--- config.mk ---
export PLATFORM = sky130hd
export DESIGN_NAME = wr_lat_mon
export DESIGN_NICKNAME = d
export VERILOG_FILES = /design/src/rtl/wr_lat_mon.sv
export SDC_FILE = /design/constraint.sdc
export NUM_CORES = 1
export LEC_CHECK = 0
export BUFFER_PORTS_ARGS = -buffer_cell sky130_fd_sc_hd__buf_2
export CAP_MARGIN = 5
export CORE_MARGIN = 2
export CORE_UTILIZATION = 45
export DETAILED_ROUTE_END_ITERATION = 6
export PLACE_DENSITY = 0.72
export SLEW_MARGIN = 15
export SYNTH_ARGS = -nofsm -noshare
export SYNTH_HDL_FRONTEND = slang
export SYNTH_SLANG_ARGS = --single-unit
export TNS_END_PERCENT = 50
--- constraint.sdc ---
create_clock -name clk -period 8.74 [get_ports clk]
set_input_delay 1.748 -clock clk [delete_from_list [all_inputs] [get_ports clk]]
set_output_delay 1.748 -clock clk [all_outputs]
set_load 0.03 [all_outputs]
--- src/rtl/wr_lat_mon.sv ---
module wr_lat_mon #(
  parameter int ID_W  = 2,
  parameter int DEPTH = 4,
  parameter int TS_W  = 32,
  parameter int SUM_W = 48,
  parameter int CNT_W = 32
) (
  input  logic             clk,
  input  logic             rst_n,
  input  logic             clear,
  input  logic             awvalid,
  input  logic             awready,
  input  logic [ID_W-1:0]  awid,
  input  logic             wvalid,
  input  logic             wready,
  input  logic             bvalid,
  input  logic             bready,
  input  logic [ID_W-1:0]  bid,
  input  logic [1:0]       bresp,
  output logic             lat_valid,
  output logic [TS_W-1:0]  lat_cycles,
  output logic [ID_W-1:0]  lat_id,
  output logic [1:0]       lat_resp,
  output logic [TS_W-1:0]  lat_min,
  output logic [TS_W-1:0]  lat_max,
  output logic [SUM_W-1:0] lat_sum,
  output logic [CNT_W-1:0] done_count,
  output logic [CNT_W-1:0] beat_count,
  output logic             overflow
);
  localparam int NID   = 1 << ID_W;
  localparam int PTR_W = (DEPTH > 1) ? $clog2(DEPTH) : 1;
  localparam int CW    = $clog2(DEPTH + 1);

  logic [TS_W-1:0] ts, b_ts;
  logic            aw_open, b_wait;
  logic [TS_W-1:0] head [NID];
  logic [NID-1:0]  full_v, empty_v;

  wire start   = awvalid && !aw_open;
  wire push_ok = start && !full_v[awid];
  wire bhs     = bvalid && bready;
  wire pop_ok  = bhs && !empty_v[bid];
  wire lost    = (start && full_v[awid]) || (bhs && empty_v[bid]);

  wire [TS_W-1:0] end_ts  = b_wait ? b_ts : ts;
  wire [TS_W-1:0] lat_now = end_ts - head[bid];

  for (genvar g = 0; g < NID; g++) begin : g_id
    logic [TS_W-1:0]  slot [DEPTH];
    logic [PTR_W-1:0] wp, rp;
    logic [CW-1:0]    cnt;
    wire psh = push_ok && (awid == ID_W'(g));
    wire pp  = pop_ok && (bid == ID_W'(g));

    always_ff @(posedge clk) begin
      if (!rst_n) begin
        wp  <= '0;
        rp  <= '0;
        cnt <= '0;
      end else begin
        if (psh) begin
          slot[wp] <= ts;
          wp <= (wp == PTR_W'(DEPTH - 1)) ? '0 : wp + 1'b1;
        end
        if (pp) rp <= (rp == PTR_W'(DEPTH - 1)) ? '0 : rp + 1'b1;
        cnt <= cnt + CW'(psh) - CW'(pp);
      end
    end

    assign head[g]    = slot[rp];
    assign full_v[g]  = (cnt == CW'(DEPTH));
    assign empty_v[g] = (cnt == '0);
  end

  always_ff @(posedge clk) begin
    if (!rst_n) begin
      ts      <= '0;
      b_ts    <= '0;
      aw_open <= 1'b0;
      b_wait  <= 1'b0;
    end else begin
      ts      <= ts + 1'b1;
      aw_open <= awvalid && !awready;
      b_wait  <= bvalid && !bready;
      if (bvalid && !b_wait) b_ts <= ts;
    end
  end

  always_ff @(posedge clk) begin
    if (!rst_n) begin
      lat_valid  <= 1'b0;
      lat_cycles <= '0;
      lat_id     <= '0;
      lat_resp   <= '0;
    end else begin
      lat_valid <= pop_ok;
      if (pop_ok) begin
        lat_cycles <= lat_now;
        lat_id     <= bid;
        lat_resp   <= bresp;
      end
    end
  end

  always_ff @(posedge clk) begin
    if (!rst_n || clear) begin
      lat_min    <= '1;
      lat_max    <= '0;
      lat_sum    <= '0;
      done_count <= '0;
      beat_count <= '0;
      overflow   <= 1'b0;
    end else begin
      if (pop_ok) begin
        if (lat_now < lat_min) lat_min <= lat_now;
        if (lat_now > lat_max) lat_max <= lat_now;
        lat_sum    <= lat_sum + SUM_W'(lat_now);
        done_count <= done_count + 1'b1;
      end
      if (wvalid && wready) beat_count <= beat_count + 1'b1;
      if (lost) overflow <= 1'b1;
    end
  end
endmodule

==> reports/summary.txt, run 1 <==
Cell Area, Synth -> 37050 µm²
number of flops mapped to enable cells by yosys -> 512
Final Slew Violations -> 0
CP Max Fanout -> 25
Max Clock Freq -> 134.1 MHz
Post-Syn Nets -> 3082
postcts setup bufs -> 0
diode count -> 0
nature of the critical path startpoint -> primary input
first-pass GRT wire length -> 144100 µm
post-DR wirelength/cell -> 22.05 µm
layout overhead on the synthesized area -> 14.51%
Rel. slew slack -> 21.51%
Core Region -> 81850 µm²
Die Y -> 291.0 µm
max incr delay on CP -> 0.66 ns
clock insertion delay at the later pin of the skew report -> 0.64 ns
DR iter-0 viols -> 2205
CTS Buffer Depth -> 3
Worst Hold Path Cells -> 2
static leakage -> 16.00 nW
Vias -> 24520
TritonCTS Buffers -> 85
antenna violations before repair -> 1
Tmin final -> 7.458 ns
cell count after synthesis -> 2904
drt via density -> 5.714
slowest CP cell -> nor4_1
area of the multi-input gates -> 14320 µm²
delay-heaviest family, CP -> compound AO/OA/AOI/OAI gates
chip width -> 291.0 µm
GRT overflow -> 0
CP Capture Type -> register
Worst-Margin Slew -> 1.177 ns
final period utilization -> 85.34%
ys flop type -> edfxtp_1
worst hold path class -> reg -> reg
internal reg-to-reg setup slack -> 1.46 ns
Synth Warn # -> 0
R2R depth -> 22
Bufs and invs on worst path -> 4
placed cell areas -> 39580 µm²
Final HPWL DP -> 62210 µm
WP data arrival -> 7.94 ns
skew final -> 0.02304 ns
Netlist cell types -> 80
Seq/Total Area, Yosys -> 58.57%
H-tree levels -> 3
Pre-antenna DRT Iters -> 5
Seq. cell area -> 21710 µm²
layout cell share with drive strength beyond 1 -> 20.86%
largest net degree at the start of global routing -> 78
I/O pin count -> 229
Peak supply drop -> 0.1555 mV
vias in the first global route -> 23690
#FFs+latches synth -> 828
fraction of registers with async set/reset -> 0%
Pwr Density -> 195.4 nW/µm²
TritonCTS clock tree -> built
CP Cell Sequence -> buf_2 > mux4_2 > inv_1 > ha_1 > a21o_1 > a31o_2 > nor4_1 > a21o_1 > a21oi_2 > a311oi_2 > xor2_1 > inv_1 > ha_1 > nand4_1 > nor4_1 > o211ai_1 > o21ai_2 > a2111oi_4 > nand3_2 > buf_4 > mux2i_1 > nand2_1
# rows -> 105
Final Instance Area -> 42430 µm²
Data required, critical path -> 9.22 ns
Fin. Hold Viols -> 0
Worst R2R End -> lat_min[7]
Synth top cells by count -> edfxtp_1 (512), dfxtp_1 (316), nand2_1 (281)
Post-CTS Resized -> 0
Final ANT Viol Nets -> 0
root buffer cell -> clkbuf_16
Yosys top cell area share -> 41.49%
PortBufs -> 228
Residual DRC -> 0
min-delay src -> b_ts[9]
Initial Util -> 45.27%
top-count cell post-synth -> edfxtp_1
CTS Hold Bufs -> 0
Placer Congestion -> 0.9317
fill count -> 6833
Setup-failing EPs final -> 0
Syn Area/Cell -> 12.76 µm²
RSZ-0062 raised after global routing -> no
Fin Setup TNS -> 0 ns
clock sink count -> 828
Final nets -> 3330
total die area -> 84650 µm²
endpoint of the worst hold path -> b_ts[9]
Setup CP Type -> in -> reg
area leader, netlist -> edfxtp_1
GRT Util Overall -> 22.08%
outcome -> finished, final reports clean
Max Cap Viol -> 0
final wirelength -> 94620 µm
clock-pin slew on the worst setup and hold paths -> 0.06 ns
synth top area cells -> edfxtp_1 (41%), dfxtp_1 (17%), mux4_2 (9.8%), ha_1 (5.3%), nand2_1 (2.8%)
[cells in the final DEF (no fill, tap or decap), types with 7 or more instances in the layout]
cell	instances
a211oi_1	22
a21o_1	30
a21oi_1	190
a31oi_1	17
and2_1	16
and3_1	26
and3_2	12
and4_1	10
buf_2	228
buf_4	64
bufinv_16	7
clkbuf_1	17
clkbuf_16	87
clkinv_2	19
clkinvlp_4	7
dfxtp_1	307
dfxtp_2	9
edfxtp_1	512
ha_1	157
inv_1	152
mux2_2	28
mux2i_1	52
mux4_2	161
nand2_1	281
nand2b_1	8
nand3_1	83
nand4_1	44
nor2_1	207
nor2b_1	12
nor3_1	43
nor4_1	10
o211ai_1	20
o21ai_0	74
o21bai_1	9
o22ai_1	7
o311ai_0	7
or3_1	20
xnor2_1	60
xor2_1	86
[metal layers]
metal	GRT usage (%)	routed length [µm]	up-vias
li1	-	-	11270
met1	30.13	39840	12100
met2	36.56	45400	1019
met3	3.237	6885	140
met4	6.913	2481	2
met5	0	13	-
[tightest hold or removal path, cell delays in order, from the launching register on]
cell and delay [ns]:
dfxtp_1 0.30, nand2_1 0.05, a21oi_1 0.05
[cells by family (layout without fill, tap and decap cells)]
family,after synthesis,count (layout),synth area share (%)
AND/OR/NAND/NOR,807,807,10.13
flip-flops,828,828,58.57
multiplexers,241,241,12.04
XOR/XNOR,146,146,3.451
adder cells (fa/ha/maj),163,163,5.626
buffers and inverters,285,603,2.941
AO/OA/AOI/OAI,434,434,7.240
[flip-flops by register name, summed over array words and instances (netlist names), 8 cells and up, named ones only]
register and count:
done_count 32, lat_sum 48, ts 32, g_id.cnt 12, g_id.wp 8, b_ts 32, g_id.slot 512, g_id.rp 8
lat_cycles 32, lat_min 32, lat_max 32, beat_count 32
[how the worst max path moves through the flow]
stage	from	endpoint	cells past startpoint	slack, ns
floorplan	bid[1]	lat_min[10]	23	1.28
global placement	bid[0]	lat_min[3]	22	0.86
detailed placement	bid[0]	lat_min[6]	22	0.72
CTS	bid[0]	lat_min[6]	22	1.40
global route	bid[0]	lat_min[12]	22	0.84
finish	bid[0]	lat_min[7]	22	1.28
[stage by stage]
| step | worst slack (ns) | instances | power [W] | hold WS [ns] | utilization, % |
|---|---|---|---|---|---|
| after floorplan | 1.278 | 2904 | 0.004559 | 0.4329 | - |
| after global placement | 0.8563 | 4135 | 0.004708 | 0.4384 | 48.36 |
| after detailed placement | 0.7214 | 4135 | 0.004714 | 0.4430 | 48.36 |
| after CTS | 1.397 | 4292 | 0.008341 | 0.4529 | 51.83 |
| after global routing | 0.8397 | 4292 | 0.008545 | 0.4731 | 51.84 |
| final | 1.282 | 4292 | 0.008291 | 0.4488 | 51.84 |
[report_power, final]
group | total [W] | internal (W) | leakage, nW | switching [W]
clock network | 0.00366 | 0.00211 | 1.38 | 0.00155
registers | 0.00416 | 0.00414 | 7.31 | 0.0000262
logic | 0.000473 | 0.000168 | 7.31 | 0.000306
[area by class of cell]
type / count / area share [%]
Multi-Input combinational cell: 1791 / 33.74
Timing Repair Buffer: 293 / 3.869
Sequential cell: 828 / 51.17
Tap cell: 1070 / 3.155
Clock buffer: 110 / 5.476
Clock inverter: 47 / 1.224
Inverter: 153 / 1.359
Power figures use the tool's default switching activity.
==> run 2: changes to the inputs <==
PLACE_DENSITY = unset   (was 0.72)
PLACE_DENSITY_LB_ADDON = 0.3   (was unset)
==> reports/summary.txt, run 2 (synthesized netlist as in run 1, its figures left out) <==
static leakage -> 16.06 nW (was 16.00 nW)
root buffer cell -> clkbuf_16 (unchanged)
CP Cell Sequence -> buf_2 > buf_4 > mux4_2 > inv_1 > ha_1 > a21o_1 > a31o_2 > nor4_1 > a21o_1 > a21oi_2 > a311oi_2 > xor2_1 > inv_1 > ha_1 > nand2_1 > o21ai_0 > a21oi_1 > a21oi_1 > nand4_1 > a2111oi_2 > xnor2_1 > nor2_1 (was buf_2 > mux4_2 > inv_1 > ha_1 > a21o_1 > a31o_2 > nor4_1 > a21o_1 > a21oi_2 > a311oi_2 > xor2_1 > inv_1 > ha_1 > nand4_1 > nor4_1 > o211ai_1 > o21ai_2 > a2111oi_4 > nand3_2 > buf_4 > mux2i_1 > nand2_1)
Max Clock Freq -> 131.3 MHz (was 134.1 MHz)
internal power -> 0.006488 W (was 0.006410 W)
Tmin final -> 7.615 ns (was 7.458 ns)
Bufs and invs on worst path -> 4 (unchanged)
Fin. Hold Viols -> 0 (unchanged)
GRT Util Overall -> 23.67% (was 22.08%)
Worst R2R End -> lat_sum[45] (was lat_min[7])
final wirelength -> 100700 µm (was 94620 µm)
crit path to -> lat_sum[45] (was lat_min[7])
CTS Buffer Depth -> 3 (unchanged)
DR iter-0 viols -> 2089 (was 2205)
Final nets -> 3333 (was 3330)
Core Region -> 81850 µm² (unchanged)
Die Y -> 291.0 µm (unchanged)
TritonCTS Buffers -> 87 (was 85)
Critical Path Source -> bid[1] (was bid[0])
CTS Hold Bufs -> 0 (unchanged)
final worst slack -> 1.125 ns (was 1.282 ns)
Logic pwr share -> 5.8% (was 5.7%)
Setup-failing EPs final -> 0 (unchanged)
clock share of power -> 44.8% (was 44.1%)
Placer Congestion -> 0.9475 (was 0.9317)
max reg flops -> 512 (unchanged)
fin util -> 51.99% (was 51.84%)
layout overhead on the synthesized area -> 14.85% (was 14.51%)
# rows -> 105 (unchanged)
largest registers -> g_id.slot (512), lat_sum (48) (unchanged)
Final Slew Violations -> 0 (unchanged)
R2R depth -> 22 (unchanged)
Peak supply drop -> 0.1552 mV (was 0.1555 mV)
Pre-antenna DRT Iters -> 5 (unchanged)
clock insertion delay at the later pin of the skew report -> 0.66 ns (was 0.64 ns)
Worst path depth -> 22 (unchanged)
skew final -> 0.03756 ns (was 0.02304 ns)
nature of the critical path startpoint -> primary input (unchanged)
CP Max Fanout -> 14 (was 25)
Vias -> 24750 (was 24520)
outcome -> finished, final reports clean (unchanged)
Worst-Margin Slew -> 1.211 ns (was 1.177 ns)
final period utilization -> 87.13% (was 85.34%)
PortBufs -> 228 (unchanged)
postcts setup bufs -> 0 (unchanged)
Post-CTS Resized -> 0 (unchanged)
delay-heaviest family, CP -> compound AO/OA/AOI/OAI gates (unchanged)
clock sink count -> 828 (unchanged)
Setup WS pre-CTS -> 0.6104 ns (was 0.7214 ns)
CP Capture Type -> register (unchanged)
part of the power in registers -> 49.4% (was 50.2%)
fin cells -> 4299 (was 4292)
I/O pin count -> 229 (unchanged)
clock-pin slew on the worst setup and hold paths -> 0.06 ns (about the same)
worst hold path class -> reg -> reg (unchanged)
most frequent cells in the layout -> edfxtp_1 (512), dfxtp_1 (310), nand2_1 (281) (was edfxtp_1 (512), dfxtp_1 (307), nand2_1 (281))
drt via density -> 5.757 (was 5.714)
vias in the first global route -> 24800 (was 23690)
Data required, critical path -> 9.26 ns (was 9.22 ns)
placed insts -> 4135 (unchanged)
first-pass GRT wire length -> 153200 µm (was 144100 µm)
Max Cap Viol -> 0 (unchanged)
largest net degree at the start of global routing -> 65 (was 78)
TritonCTS clock tree -> built (unchanged)
RSZ-0062 raised after global routing -> no (unchanged)
Residual DRC -> 0 (unchanged)
Rel. slew slack -> 19.29% (was 21.51%)
Psw -> 0.001926 W (was 0.001881 W)
post-DR wirelength/cell -> 23.42 µm (was 22.05 µm)
GRT overflow -> 0 (unchanged)
Fin Setup TNS -> 0 ns (unchanged)
WP data arrival -> 8.13 ns (was 7.94 ns)
chip width -> 291.0 µm (unchanged)
Final HPWL DP -> 66800 µm (was 62210 µm)
most flop-heavy register -> g_id.slot (unchanged)
most common cell after layout, fill and taps aside -> edfxtp_1 (unchanged)
internal reg-to-reg setup slack -> 1.24 ns (was 1.46 ns)
slowest CP cell -> mux4_2 (was nor4_1)
H-tree levels -> 3 (unchanged)
antenna violations before repair -> 1 (unchanged)
Pwr Density -> 197.7 nW/µm² (was 195.4 nW/µm²)
Final ANT Viol Nets -> 0 (unchanged)
layout cell share with drive strength beyond 1 -> 20.66% (was 20.86%)
hold slack -> 0.4530 ns (was 0.4488 ns)
Switching Fraction -> 22.89% (was 22.69%)
Setup CP Type -> in -> reg (unchanged)
total die area -> 84650 µm² (unchanged)
max incr delay on CP -> 0.54 ns (was 0.66 ns)
Initial Util -> 45.27% (unchanged)
==> run 2: worst register-to-register path, cell delays in order (launching register included) <==
cell and delay (ns):
dfxtp_2 0.65, buf_4 0.48, mux4_2 0.58, mux4_2 0.46, inv_1 0.07, ha_1 0.28, a21o_1 0.22, a31o_2 0.27
nor4_1 0.50, a21o_1 0.29, a21oi_2 0.16, a311oi_2 0.40, xor2_1 0.43, inv_1 0.21, ha_1 0.45, nand2_1 0.12
o21ai_0 0.39, a21oi_1 0.17, a21oi_1 0.27, nand4_1 0.32, a2111oi_2 0.44, xnor2_1 0.16, nor2_1 0.06
==> run 2: area by class of cell <==
cell class	instances	area [µm²]
Fill cell	6787	39290
Inverter	153	576.8
Multi-Input combinational cell	1791	14320
Antenna cell	1	2.502
Timing Repair Buffer	294	1687
Sequential cell	828	21710
Tap cell	1070	1339
Clock inverter	44	526.8
Clock buffer	118	2399
==> run 2: worst min-delay path by stage <==
stage	start	end	slack (ns)	cells after the start
floorplan	b_ts[10]	b_ts[10]	0.43	2
global placement	b_ts[17]	b_ts[17]	0.44	2
detailed placement	b_ts[9]	b_ts[9]	0.44	2
CTS	b_ts[9]	b_ts[9]	0.45	2
global route	b_ts[19]	b_ts[19]	0.47	2
finish	b_ts[9]	b_ts[9]	0.45	2
==> run 2: stage by stage <==
step	area [µm²]	power (W)
floorplan	37050	0.004559
global placement	39600	0.004711
detailed placement	39600	0.004727
CTS	42530	0.008476
global route	42560	0.008680
finish	42560	0.008414
==> run 2: per-layer routing <==
layer	vias up	track usage, %	wire [µm]
met1	12450	30.97	42380
met3	159	3.306	5782
li1	11290	-	-
met2	855	40.58	49580
met5	-	0	0
met4	0	7.936	2955
==> run 2: power by group through the flow <==
stage | clock (W) | sequential, W | combinational, W
after detailed placement | 0 | 0.00424 | 0.000484
after floorplan | 0 | 0.00426 | 0.000301
after global routing | 0.00399 | 0.00416 | 0.000531
final | 0.00377 | 0.00416 | 0.000487
after CTS | 0.00383 | 0.00416 | 0.000487
after global placement | 0 | 0.00424 | 0.000470
==> run 3: changes to the inputs <==
RECOVER_POWER = 25   (was unset)
==> reports/summary.txt, run 3 (synthesized netlist as in run 1, its figures left out) <==
outcome -> finished, final reports clean (unchanged)
GRT Util Overall -> 23.67% (unchanged)
R2R depth -> 22 (unchanged)
most flop-heavy register -> g_id.slot (unchanged)
Placer Congestion -> 0.9475 (unchanged)
CP Max Fanout -> 14 (unchanged)
clock insertion delay at the later pin of the skew report -> 0.66 ns (about the same)
most common cell after layout, fill and taps aside -> edfxtp_1 (unchanged)
CTS Hold Bufs -> 0 (unchanged)
final worst slack -> 1.128 ns (was 1.125 ns)
Die Y -> 291.0 µm (unchanged)
Final Slew Violations -> 0 (unchanged)
largest net degree at the start of global routing -> 65 (unchanged)
total die area -> 84650 µm² (unchanged)
static leakage -> 16.04 nW (was 16.06 nW)
placed insts -> 4135 (unchanged)
min-delay src -> b_ts[9] (unchanged)
first-pass GRT wire length -> 153200 µm (unchanged)
nature of the critical path startpoint -> primary input (unchanged)
final wirelength -> 100600 µm (was 100700 µm)
met2 GRT Util -> 40.58% (unchanged)
PortBufs -> 228 (unchanged)
clock sink count -> 828 (unchanged)
Setup CP Type -> in -> reg (unchanged)
Worst-Margin Slew -> 1.208 ns (was 1.211 ns)
Setup-failing EPs final -> 0 (unchanged)
Final ANT Viol Nets -> 0 (unchanged)
skew final -> 0.03580 ns (was 0.03756 ns)
Max Clock Freq -> 131.4 MHz (was 131.3 MHz)
Fin. Hold Viols -> 0 (unchanged)
Fin Setup TNS -> 0 ns (unchanged)
TritonCTS Buffers -> 87 (unchanged)
H-tree levels -> 3 (unchanged)
Peak supply drop -> 0.1544 mV (was 0.1552 mV)
antenna violations before repair -> 1 (unchanged)
Final Instance Area -> 42540 µm² (was 42560 µm²)
Final nets -> 3333 (unchanged)
GRT overflow -> 0 (unchanged)
final period utilization -> 87.10% (was 87.13%)
Post-CTS Resized -> 0 (unchanged)
CP Capture Type -> register (unchanged)
root buffer cell -> clkbuf_16 (unchanged)
Residual DRC -> 0 (unchanged)
DR iter-0 viols -> 2075 (was 2089)
drt via density -> 5.762 (was 5.757)
Final HPWL DP -> 66800 µm (unchanged)
worst hold path class -> reg -> reg (unchanged)
grt met1 use -> 30.97% (unchanged)
Worst Hold Path Cells -> 2 (unchanged)
# rows -> 105 (unchanged)
Pre-antenna DRT Iters -> 7 (was 5)
Vias -> 24770 (was 24750)
Core Region -> 81850 µm² (unchanged)
grt met3 use -> 3.306% (unchanged)
Rel. slew slack -> 19.43% (was 19.29%)
clock-pin slew on the worst setup and hold paths -> 0.06 ns (about the same)
fin util -> 51.98% (was 51.99%)
most frequent cells in the layout -> edfxtp_1 (512), dfxtp_1 (310), nand2_1 (281) (unchanged)
vias in the first global route -> 24800 (unchanged)
max reg flops -> 512 (unchanged)
Critical Path Source -> bid[1] (unchanged)
fin cells -> 4299 (unchanged)
postcts setup bufs -> 0 (unchanged)
layout overhead on the synthesized area -> 14.81% (was 14.85%)
layout cell share with drive strength beyond 1 -> 20.54% (was 20.66%)
Setup WS pre-CTS -> 0.6104 ns (unchanged)
Pwr Density -> 197.7 nW/µm² (about the same)
RSZ-0062 raised after global routing -> no (unchanged)
largest registers -> g_id.slot (512), lat_sum (48) (unchanged)
Data required, critical path -> 9.26 ns (about the same)
Tmin final -> 7.612 ns (was 7.615 ns)
Max Cap Viol -> 0 (unchanged)
CTS Buffer Depth -> 3 (unchanged)
Initial Util -> 45.27% (unchanged)
placed cell areas -> 39600 µm² (unchanged)
I/O pin count -> 229 (unchanged)
post-DR wirelength/cell -> 23.39 µm (was 23.42 µm)
WP data arrival -> 8.13 ns (about the same)
TritonCTS clock tree -> built (unchanged)
chip width -> 291.0 µm (unchanged)
Most Used Layer, Global Route -> met2 (unchanged)
-- run 3: area by class of cell --
type	instances	area, µm²
Fill cell	6790	39310
Sequential cell	828	21710
Multi-Input combinational cell	1791	14320
Clock buffer	118	2399
Timing Repair Buffer	294	1672
Tap cell	1070	1339
Inverter	153	576.8
Clock inverter	44	526.8
Antenna cell	1	2.502
-- run 3: metrics by stage --
stage | total power, W | hold slack [ns]
6_report | 0.008412 | 0.4534
5_1_grt | 0.008679 | 0.4725
4_1_cts | 0.008476 | 0.4528
3_5_place_dp | 0.004727 | 0.4433
3_3_place_gp | 0.004711 | 0.4382
2_1_floorplan | 0.004559 | 0.4329
-- run 3: critical path, cell delays in order --
cell	delay [ns]
buf_2	0.23
buf_4	0.37
mux4_2	0.54
inv_1	0.07
ha_1	0.28
a21o_1	0.22
a31o_2	0.27
nor4_1	0.50
a21o_1	0.29
a21oi_2	0.16
a311oi_2	0.40
xor2_1	0.43
inv_1	0.21
ha_1	0.44
nand2_1	0.12
o21ai_0	0.38
a21oi_1	0.17
a21oi_1	0.27
nand4_1	0.32
a2111oi_2	0.44
xnor2_1	0.16
nor2_1	0.06
-- run 3: worst paths after layout --
path                       to  slack [ns]
hold / removal        b_ts[9]        0.45
setup reg to reg  lat_sum[45]        1.25
hold reg to reg       b_ts[9]        0.45
setup / recovery  lat_sum[45]        1.13
-- run 3: where the power goes --
group	internal, W	switching, W
logic	0.000169	0.000317
clock network	0.00218	0.00159
registers	0.00414	0.0000227
-- run 3: per-layer routing --
layer  wire length, µm  vias up  share of wire, %
met5                 0        -                 0
met4              3055        0               3.0
met3              6155      169               6.1
met2             49360      899                49
met1             41980    12410                42
li1                  -    11290                 -
